===== src/rtl/sync_slave_rx_pkg.sv =====
package sync_slave_rx_pkg;
  localparam logic [1:0] ADDR_CTRL = 2'd0;
  localparam logic [1:0] ADDR_STAT = 2'd1;
  localparam logic [1:0] ADDR_DATA = 2'd2;

  localparam int CTRL_W       = 7;
  localparam int C_PORT_EN    = 0;
  localparam int C_SYNC       = 1;
  localparam int C_MASTER     = 2;
  localparam int C_CONT       = 3;
  localparam int C_SINGLE     = 4;
  localparam int C_NINE       = 5;
  localparam int C_INT_EN     = 6;

  localparam int S_NINTH      = 0;
  localparam int S_OVR        = 1;
  localparam int S_DONE       = 2;
endpackage


===== src/rtl/rx_sync.sv =====
module rx_sync #(
  parameter int STAGES = 2
) (
  input  logic clk,
  input  logic rst_n,
  input  logic d_i,
  output logic q_o
);
  logic [STAGES-1:0] stg_q;
  logic [STAGES-1:0] stg_d;

  always_comb begin
    stg_d = {stg_q[STAGES-2:0], d_i};
  end

  always_ff @(posedge clk or negedge rst_n) begin
    if (!rst_n) stg_q <= '0;
    else        stg_q <= stg_d;
  end

  assign q_o = stg_q[STAGES-1];
endmodule


===== src/rtl/rx_shift.sv =====
module rx_shift #(
  parameter int DATA_W = 8
) (
  input  logic          clk,
  input  logic          rst_n,
  input  logic          active_i,
  input  logic          nine_i,
  input  logic          sclk_s_i,
  input  logic          sdata_s_i,
  output logic          word_done_o,
  output logic [DATA_W:0] word_o
);
  localparam int WORD_W = DATA_W + 1;
  localparam int CNT_W  = $clog2(WORD_W + 1);
  localparam logic [CNT_W-1:0] LAST8 = CNT_W'(DATA_W - 1);
  localparam logic [CNT_W-1:0] LAST9 = CNT_W'(DATA_W);

  logic              prev_q;
  logic [CNT_W-1:0]  cnt_q, cnt_d;
  logic [DATA_W:0]   sh_q, sh_d;
  logic              done_q, done_d;
  logic              fall;
  logic [CNT_W-1:0]  last;

  always_comb begin
    fall   = prev_q & ~sclk_s_i;
    last   = nine_i ? LAST9 : LAST8;
    cnt_d  = cnt_q;
    sh_d   = sh_q;
    done_d = 1'b0;
    if (!active_i) begin
      cnt_d = '0;
    end else if (fall) begin
      if (cnt_q == '0) sh_d = '0;
      sh_d[cnt_q] = sdata_s_i;
      if (cnt_q == last) begin
        cnt_d  = '0;
        done_d = 1'b1;
      end else begin
        cnt_d = cnt_q + 1'b1;
      end
    end
  end

  always_ff @(posedge clk or negedge rst_n) begin
    if (!rst_n) begin
      prev_q <= 1'b0;
      cnt_q  <= '0;
      sh_q   <= '0;
      done_q <= 1'b0;
    end else begin
      prev_q <= sclk_s_i;
      cnt_q  <= cnt_d;
      sh_q   <= sh_d;
      done_q <= done_d;
    end
  end

  assign word_done_o = done_q;
  assign word_o      = sh_q;

  assert_cnt_in_range_R4: assert property (@(posedge clk) disable iff (!rst_n)
    cnt_q <= LAST9);
  assert_idle_clears_count_R10: assert property (@(posedge clk) disable iff (!rst_n)
    !active_i |=> cnt_q == '0);
  assert_done_needs_active_R2: assert property (@(posedge clk) disable iff (!rst_n)
    word_done_o |-> $past(active_i));
endmodule


===== src/rtl/rx_regs.sv =====
module rx_regs
  import sync_slave_rx_pkg::*;
#(
  parameter int DATA_W = 8
) (
  input  logic              clk,
  input  logic              rst_n,
  input  logic              bus_sel,
  input  logic              bus_wr,
  input  logic              bus_rd,
  input  logic [1:0]        bus_addr,
  input  logic [CTRL_W-1:0] bus_wdata,
  output logic [DATA_W-1:0] bus_rdata,
  input  logic              word_done_i,
  input  logic [DATA_W:0]   word_i,
  output logic              active_o,
  output logic              nine_o,
  output logic              irq_o
);
  logic [CTRL_W-1:0] ctrl_q, ctrl_d;
  logic [DATA_W:0]   buf_q, buf_d;
  logic              done_q, done_d;
  logic              ovr_q, ovr_d;
  logic              wr_ctrl, rd_data, full;

  always_comb begin
    wr_ctrl = bus_sel & bus_wr & (bus_addr == ADDR_CTRL);
    rd_data = bus_sel & bus_rd & (bus_addr == ADDR_DATA);
    full    = done_q & ~rd_data;
    ctrl_d  = wr_ctrl ? bus_wdata : ctrl_q;
    buf_d   = buf_q;
    done_d  = done_q;
    ovr_d   = ovr_q;
    if (rd_data) done_d = 1'b0;
    if (word_done_i) begin
      if (ovr_q) begin
        ovr_d = 1'b1;
      end else if (full) begin
        ovr_d = 1'b1;
      end else begin
        buf_d  = ctrl_q[C_NINE] ? word_i : {1'b0, word_i[DATA_W-1:0]};
        done_d = 1'b1;
      end
    end
    if (!ctrl_q[C_CONT]) ovr_d = 1'b0;
  end

  always_ff @(posedge clk or negedge rst_n) begin
    if (!rst_n) begin
      ctrl_q <= '0;
      buf_q  <= '0;
      done_q <= 1'b0;
      ovr_q  <= 1'b0;
    end else begin
      ctrl_q <= ctrl_d;
      buf_q  <= buf_d;
      done_q <= done_d;
      ovr_q  <= ovr_d;
    end
  end

  always_comb begin
    bus_rdata = '0;
    case (bus_addr)
      ADDR_CTRL: bus_rdata[CTRL_W-1:0] = ctrl_q;
      ADDR_STAT: begin
        bus_rdata[S_NINTH] = buf_q[DATA_W];
        bus_rdata[S_OVR]   = ovr_q;
        bus_rdata[S_DONE]  = done_q;
      end
      ADDR_DATA: bus_rdata = buf_q[DATA_W-1:0];
      default:   bus_rdata = '0;
    endcase
  end

  assign active_o = ctrl_q[C_PORT_EN] & ctrl_q[C_SYNC] & ~ctrl_q[C_MASTER] & ctrl_q[C_CONT];
  assign nine_o   = ctrl_q[C_NINE];
  assign irq_o    = done_q & ctrl_q[C_INT_EN];

  assert_buf_moves_only_on_word_R4: assert property (@(posedge clk) disable iff (!rst_n)
    !word_done_i |=> $stable(buf_q));
  assert_overrun_needs_full_R8: assert property (@(posedge clk) disable iff (!rst_n)
    $rose(ovr_q) |-> $past(done_q) && $past(word_done_i));
  assert_overrun_sticky_R9: assert property (@(posedge clk) disable iff (!rst_n)
    ovr_q && ctrl_q[C_CONT] && !wr_ctrl |=> ovr_q);
  assert_overrun_keeps_buf_R8: assert property (@(posedge clk) disable iff (!rst_n)
    ovr_q |=> $stable(buf_q));
  assert_data_read_clears_done_R7: assert property (@(posedge clk) disable iff (!rst_n)
    rd_data && !word_done_i |=> !done_q);
endmodule


===== src/rtl/sync_slave_rx.sv =====
module sync_slave_rx
  import sync_slave_rx_pkg::*;
#(
  parameter int DATA_W      = 8,
  parameter int SYNC_STAGES = 2
) (
  input  logic              clk,
  input  logic              rst_n,
  input  logic              sclk_i,
  input  logic              sdata_i,
  input  logic              bus_sel,
  input  logic              bus_wr,
  input  logic              bus_rd,
  input  logic [1:0]        bus_addr,
  input  logic [CTRL_W-1:0] bus_wdata,
  output logic [DATA_W-1:0] bus_rdata,
  output logic              irq_o
);
  localparam int N_LINES = 2;

  logic [N_LINES-1:0] line_raw;
  logic [N_LINES-1:0] line_s;
  logic               active;
  logic               nine;
  logic               word_done;
  logic [DATA_W:0]    word;

  assign line_raw = {sdata_i, sclk_i};

  for (genvar g = 0; g < N_LINES; g++) begin : g_sync
    rx_sync #(.STAGES(SYNC_STAGES)) u_sync (
      .clk  (clk),
      .rst_n(rst_n),
      .d_i  (line_raw[g]),
      .q_o  (line_s[g])
    );
  end

  rx_shift #(.DATA_W(DATA_W)) u_shift (
    .clk        (clk),
    .rst_n      (rst_n),
    .active_i   (active),
    .nine_i     (nine),
    .sclk_s_i   (line_s[0]),
    .sdata_s_i  (line_s[1]),
    .word_done_o(word_done),
    .word_o     (word)
  );

  rx_regs #(.DATA_W(DATA_W)) u_regs (
    .clk        (clk),
    .rst_n      (rst_n),
    .bus_sel    (bus_sel),
    .bus_wr     (bus_wr),
    .bus_rd     (bus_rd),
    .bus_addr   (bus_addr),
    .bus_wdata  (bus_wdata),
    .bus_rdata  (bus_rdata),
    .word_done_i(word_done),
    .word_i     (word),
    .active_o   (active),
    .nine_o     (nine),
    .irq_o      (irq_o)
  );

  assert_irq_follows_enable_R5: assert property (@(posedge clk) disable iff (!rst_n)
    irq_o |-> (bus_addr != ADDR_CTRL) || bus_rdata[C_INT_EN]);
endmodule


===== config.mk =====
export PLATFORM = sky130hd
export DESIGN_NAME = sync_slave_rx
export DESIGN_NICKNAME = d
export VERILOG_FILES = /design/src/rtl/sync_slave_rx_pkg.sv /design/src/rtl/rx_sync.sv /design/src/rtl/rx_shift.sv /design/src/rtl/rx_regs.sv /design/src/rtl/sync_slave_rx.sv
export SDC_FILE = /design/constraint.sdc
export NUM_CORES = 1
export LEC_CHECK = 0
export BUFFER_PORTS_ARGS = -buffer_cell sky130_fd_sc_hd__buf_2
export CORE_MARGIN = 1
export CORE_UTILIZATION = 60
export DETAILED_ROUTE_END_ITERATION = 6
export GPL_ROUTABILITY_DRIVEN = 0
export PLACE_DENSITY_LB_ADDON = 0.05
export SYNTH_ARGS = -nofsm -noshare
export SYNTH_HDL_FRONTEND = slang
export SYNTH_SLANG_ARGS = --single-unit

===== constraint.sdc =====
create_clock -name clk -period 3.8 [get_ports clk]
set_clock_uncertainty 0.2 [all_clocks]
set_input_delay 0.95 -clock clk [delete_from_list [all_inputs] [get_ports clk]]
set_output_delay 0.95 -clock clk [all_outputs]
set_load 0.03 [all_outputs]

==> run summary <==
clk slew on worst S/H paths - 100 ps
Arr. time, crit path - 1730 ps
post-CTS resize count - 0
Max FO, Critical Path - 11
maximum clock rate - 347 MHz
Avg Cell Area, Syn - 12.0 um2
Gate Count Post-Synth - 144
Simple-Gate Fraction of Synth Area - 0.149
initial antenna violation count - 0
Largest delay share family, worst path - buffers and inverters
number of global-route vias before repair - 1,206
Sink Count - 37
path type of the worst setup path - primary input to primary output
RSZ-0062 raised after global routing - false
Final Slew Violations - 0
Synth Area in XOR/XNOR - 0.00507
Ant. Diodes - 0
Max clock buf depth - 2
port buffer count - 24
Rows - 19
H-tree lvl count - 2
Total Neg Setup Slack - 0 ps
first-pass GRT wire length - 5330 um
area of the multi-input gates - 754 um2
Die Width - 55.7 um
largest family of logic cells by synthesized area - multiplexers
Crit path depth - 5
number of vias in the routed layout - 1,175
maximum vdd ir drop - 0.334 mV
register bit total from synthesis - 37
Slew headroom - 0.479
area grow syn2layout - 11.4%
final wirelength - 2940 um
wire per inst - 14.6 um
Setup-failing EPs final - 0
mux contribution to synthesized area - 0.159
Hold Crit Depth - 0
CP Capture Type - primary output
CTS tree - yes
CP dominant cell by count - buf_2
Cell Area, Synth - 1730 um2
Worst-Skew Late Latency - 320 ps
sequential area share after synthesis - 0.536
fillers - 195
final hold slack - 159 ps
CTS root buffer - clkbuf_4
critical path's largest stage delay - 230 ps
Mapped Nets - 164
share of post-route cells with drive strength above 1 - 0.312
DRC - 0
Via density - 5.85
Ports - 25
worst path required time - 2650 ps
Synth Area in Adders - 0.0290
worst min path class - flip-flop to flip-flop
Antenna Violating Nets Remaining - 0
P_leak - 0.939 nW
CP max-delay cell - nor2b_1
Async SR Flop Fraction - 1.00
CP Buf/Inv Count - 2
final net count - 190
worst-path cell chain - buf_2 -> nor2b_1 -> nand2_1 -> o21ai_0 -> buf_2
DP HPWL - 2260 um
die area - 3100 um2
gr ovfl total - 0
TritonRoute pass-1 iters - 4
fin crit period - 2880 ps
Post-synth top flop - dfrtp_1
final critical-path share of the clock period - 0.759
status - complete, no violations
initial core utilization - 0.632
area leader, netlist - dfrtp_1
Hold Vio Cnt, Final - 0
initial drt markers - 44
CTS hold repair buffers - 0
Synth top area share - 0.536
Yosys Warn Count - 0
startpoint types - primary input
Post-CTS Setup Inserts - 0
number of flops mapped to enable cells by yosys - 0
Netlist cell types - 39
Power Dens Cells - 378 nW/um2
max-cap check violation count - 0
TritonCTS Buffers - 5
Reg2Reg Depth - 4
Register Area - 926 um2
total track usage - 0.225
largest net degree at the start of global routing - 38
core area - 2730 um2
Die H - 55.7 um
compound-gate portion of the synthesized area - 0.0941
worst slew pin tran - 781 ps
largest cells by area after synthesis - dfrtp_1, mux2_2, mux2i_1
==> cell families (layout without fill, tap and decap cells) <==
family,after synthesis,in the layout
and+or+nand+nor,43,43
xor gates and xnor gates,1,1
AOI/OAI and AO/OA,22,22
adders and majority gates,4,4
muxes,25,25
buffers and inverters,12,38
DFF,37,37
==> cell type report <==
type / count / share of cell area
tap: 31 / 0.0202
clock buffer: 7 / 0.0286
multi-input combinational: 95 / 0.392
timing repair buffer: 25 / 0.0663
inverter: 6 / 0.0117
sequential: 37 / 0.481
==> state kept, by name (all words and copies together), names as in the netlist <==
| register | flops |
|---|---|
| u_shift.word_done_o | 1 |
| u_regs.done_q | 1 |
| u_regs.buf_q | 9 |
| u_shift.prev_q | 1 |
| u_shift.cnt_q | 4 |
| u_regs.ovr_q | 1 |
| u_regs.ctrl_q | 7 |
| u_shift.word_o | 9 |
| g_sync.u_sync.stg_q | 4 |
==> through the flow <==
stage	total power, mW	setup WS (ps)	area [um2]	util	cells
2_1_floorplan	0.505	705	1730	-	144
3_3_place_gp	0.535	974	1870	0.684	194
3_5_place_dp	0.538	910	1870	0.684	194
4_1_cts	0.740	908	1920	0.704	201
5_1_grt	0.766	821	1920	0.704	201
6_report	0.727	916	1920	0.704	201
==> final timing paths <==
check	from	end	slack [ps]
min in group asynchronous	rst_n	u_regs.ctrl_q[0]$_DFFE_PN0P_	500
hold / removal	g_sync[1].u_sync.stg_q[0]$_DFF_PN0_	g_sync[1].u_sync.stg_q[1]$_DFF_PN0_	160
max in group asynchronous	rst_n	u_regs.buf_q[4]$_DFFE_PN0P_	2410
setup reg to reg	u_shift.cnt_q[2]$_DFFE_PN0P_	u_shift.cnt_q[2]$_DFFE_PN0P_	1860
setup / recovery	bus_addr[0]	bus_rdata[1]	920
hold reg to reg	g_sync[1].u_sync.stg_q[0]$_DFF_PN0_	g_sync[1].u_sync.stg_q[1]$_DFF_PN0_	160
==> power by group <==
part	switching, mW	internal [mW]
combinational	0.0455	0.0434
sequential	0.0234	0.417
clock	0.110	0.0874
total	0.179	0.548
==> layer usage <==
| layer | part of all wire | GRT usage | vias up |
|---|---|---|---|
| met5 | 0 | 0 | - |
| met4 | 0.029 | 0.118 | 0 |
| met3 | 0.046 | 0.0512 | 10 |
| met2 | 0.49 | 0.370 | 34 |
| met1 | 0.43 | 0.278 | 565 |
| li1 | - | - | 566 |
==> cells in the mapped netlist (2+ instances only) <==
cell type	n
and2_1	2
a32o_1	3
ha_1	4
inv_1	6
mux2i_1	8
a22o_1	2
nor2_1	6
nand2_1	12
o21ai_0	7
o221ai_1	3
nor2b_1	5
or3_1	2
dfrtp_1	37
buf_2	2
nand2b_1	4
clkbuf_1	3
mux2_2	16
==> cells in the final DEF, fill, tap and decap left out, drive strengths merged, types with 2 or more instances in the layout <==
cell | synthesis | layout
nand2 | 12 | 12
inv | 6 | 6
a32o | 3 | 3
or2 | 2 | 2
nand4b | 2 | 2
a22o | 2 | 2
buf | 3 | 25
mux2 | 17 | 17
nor2b | 5 | 5
ha | 4 | 4
mux2i | 8 | 8
nor2 | 7 | 7
o21ai | 7 | 7
o221ai | 3 | 3
and2 | 2 | 2
clkbuf | 3 | 7
nand2b | 4 | 4
dfrtp | 37 | 37
or3 | 2 | 2
Power figures use the tool's default switching activity.
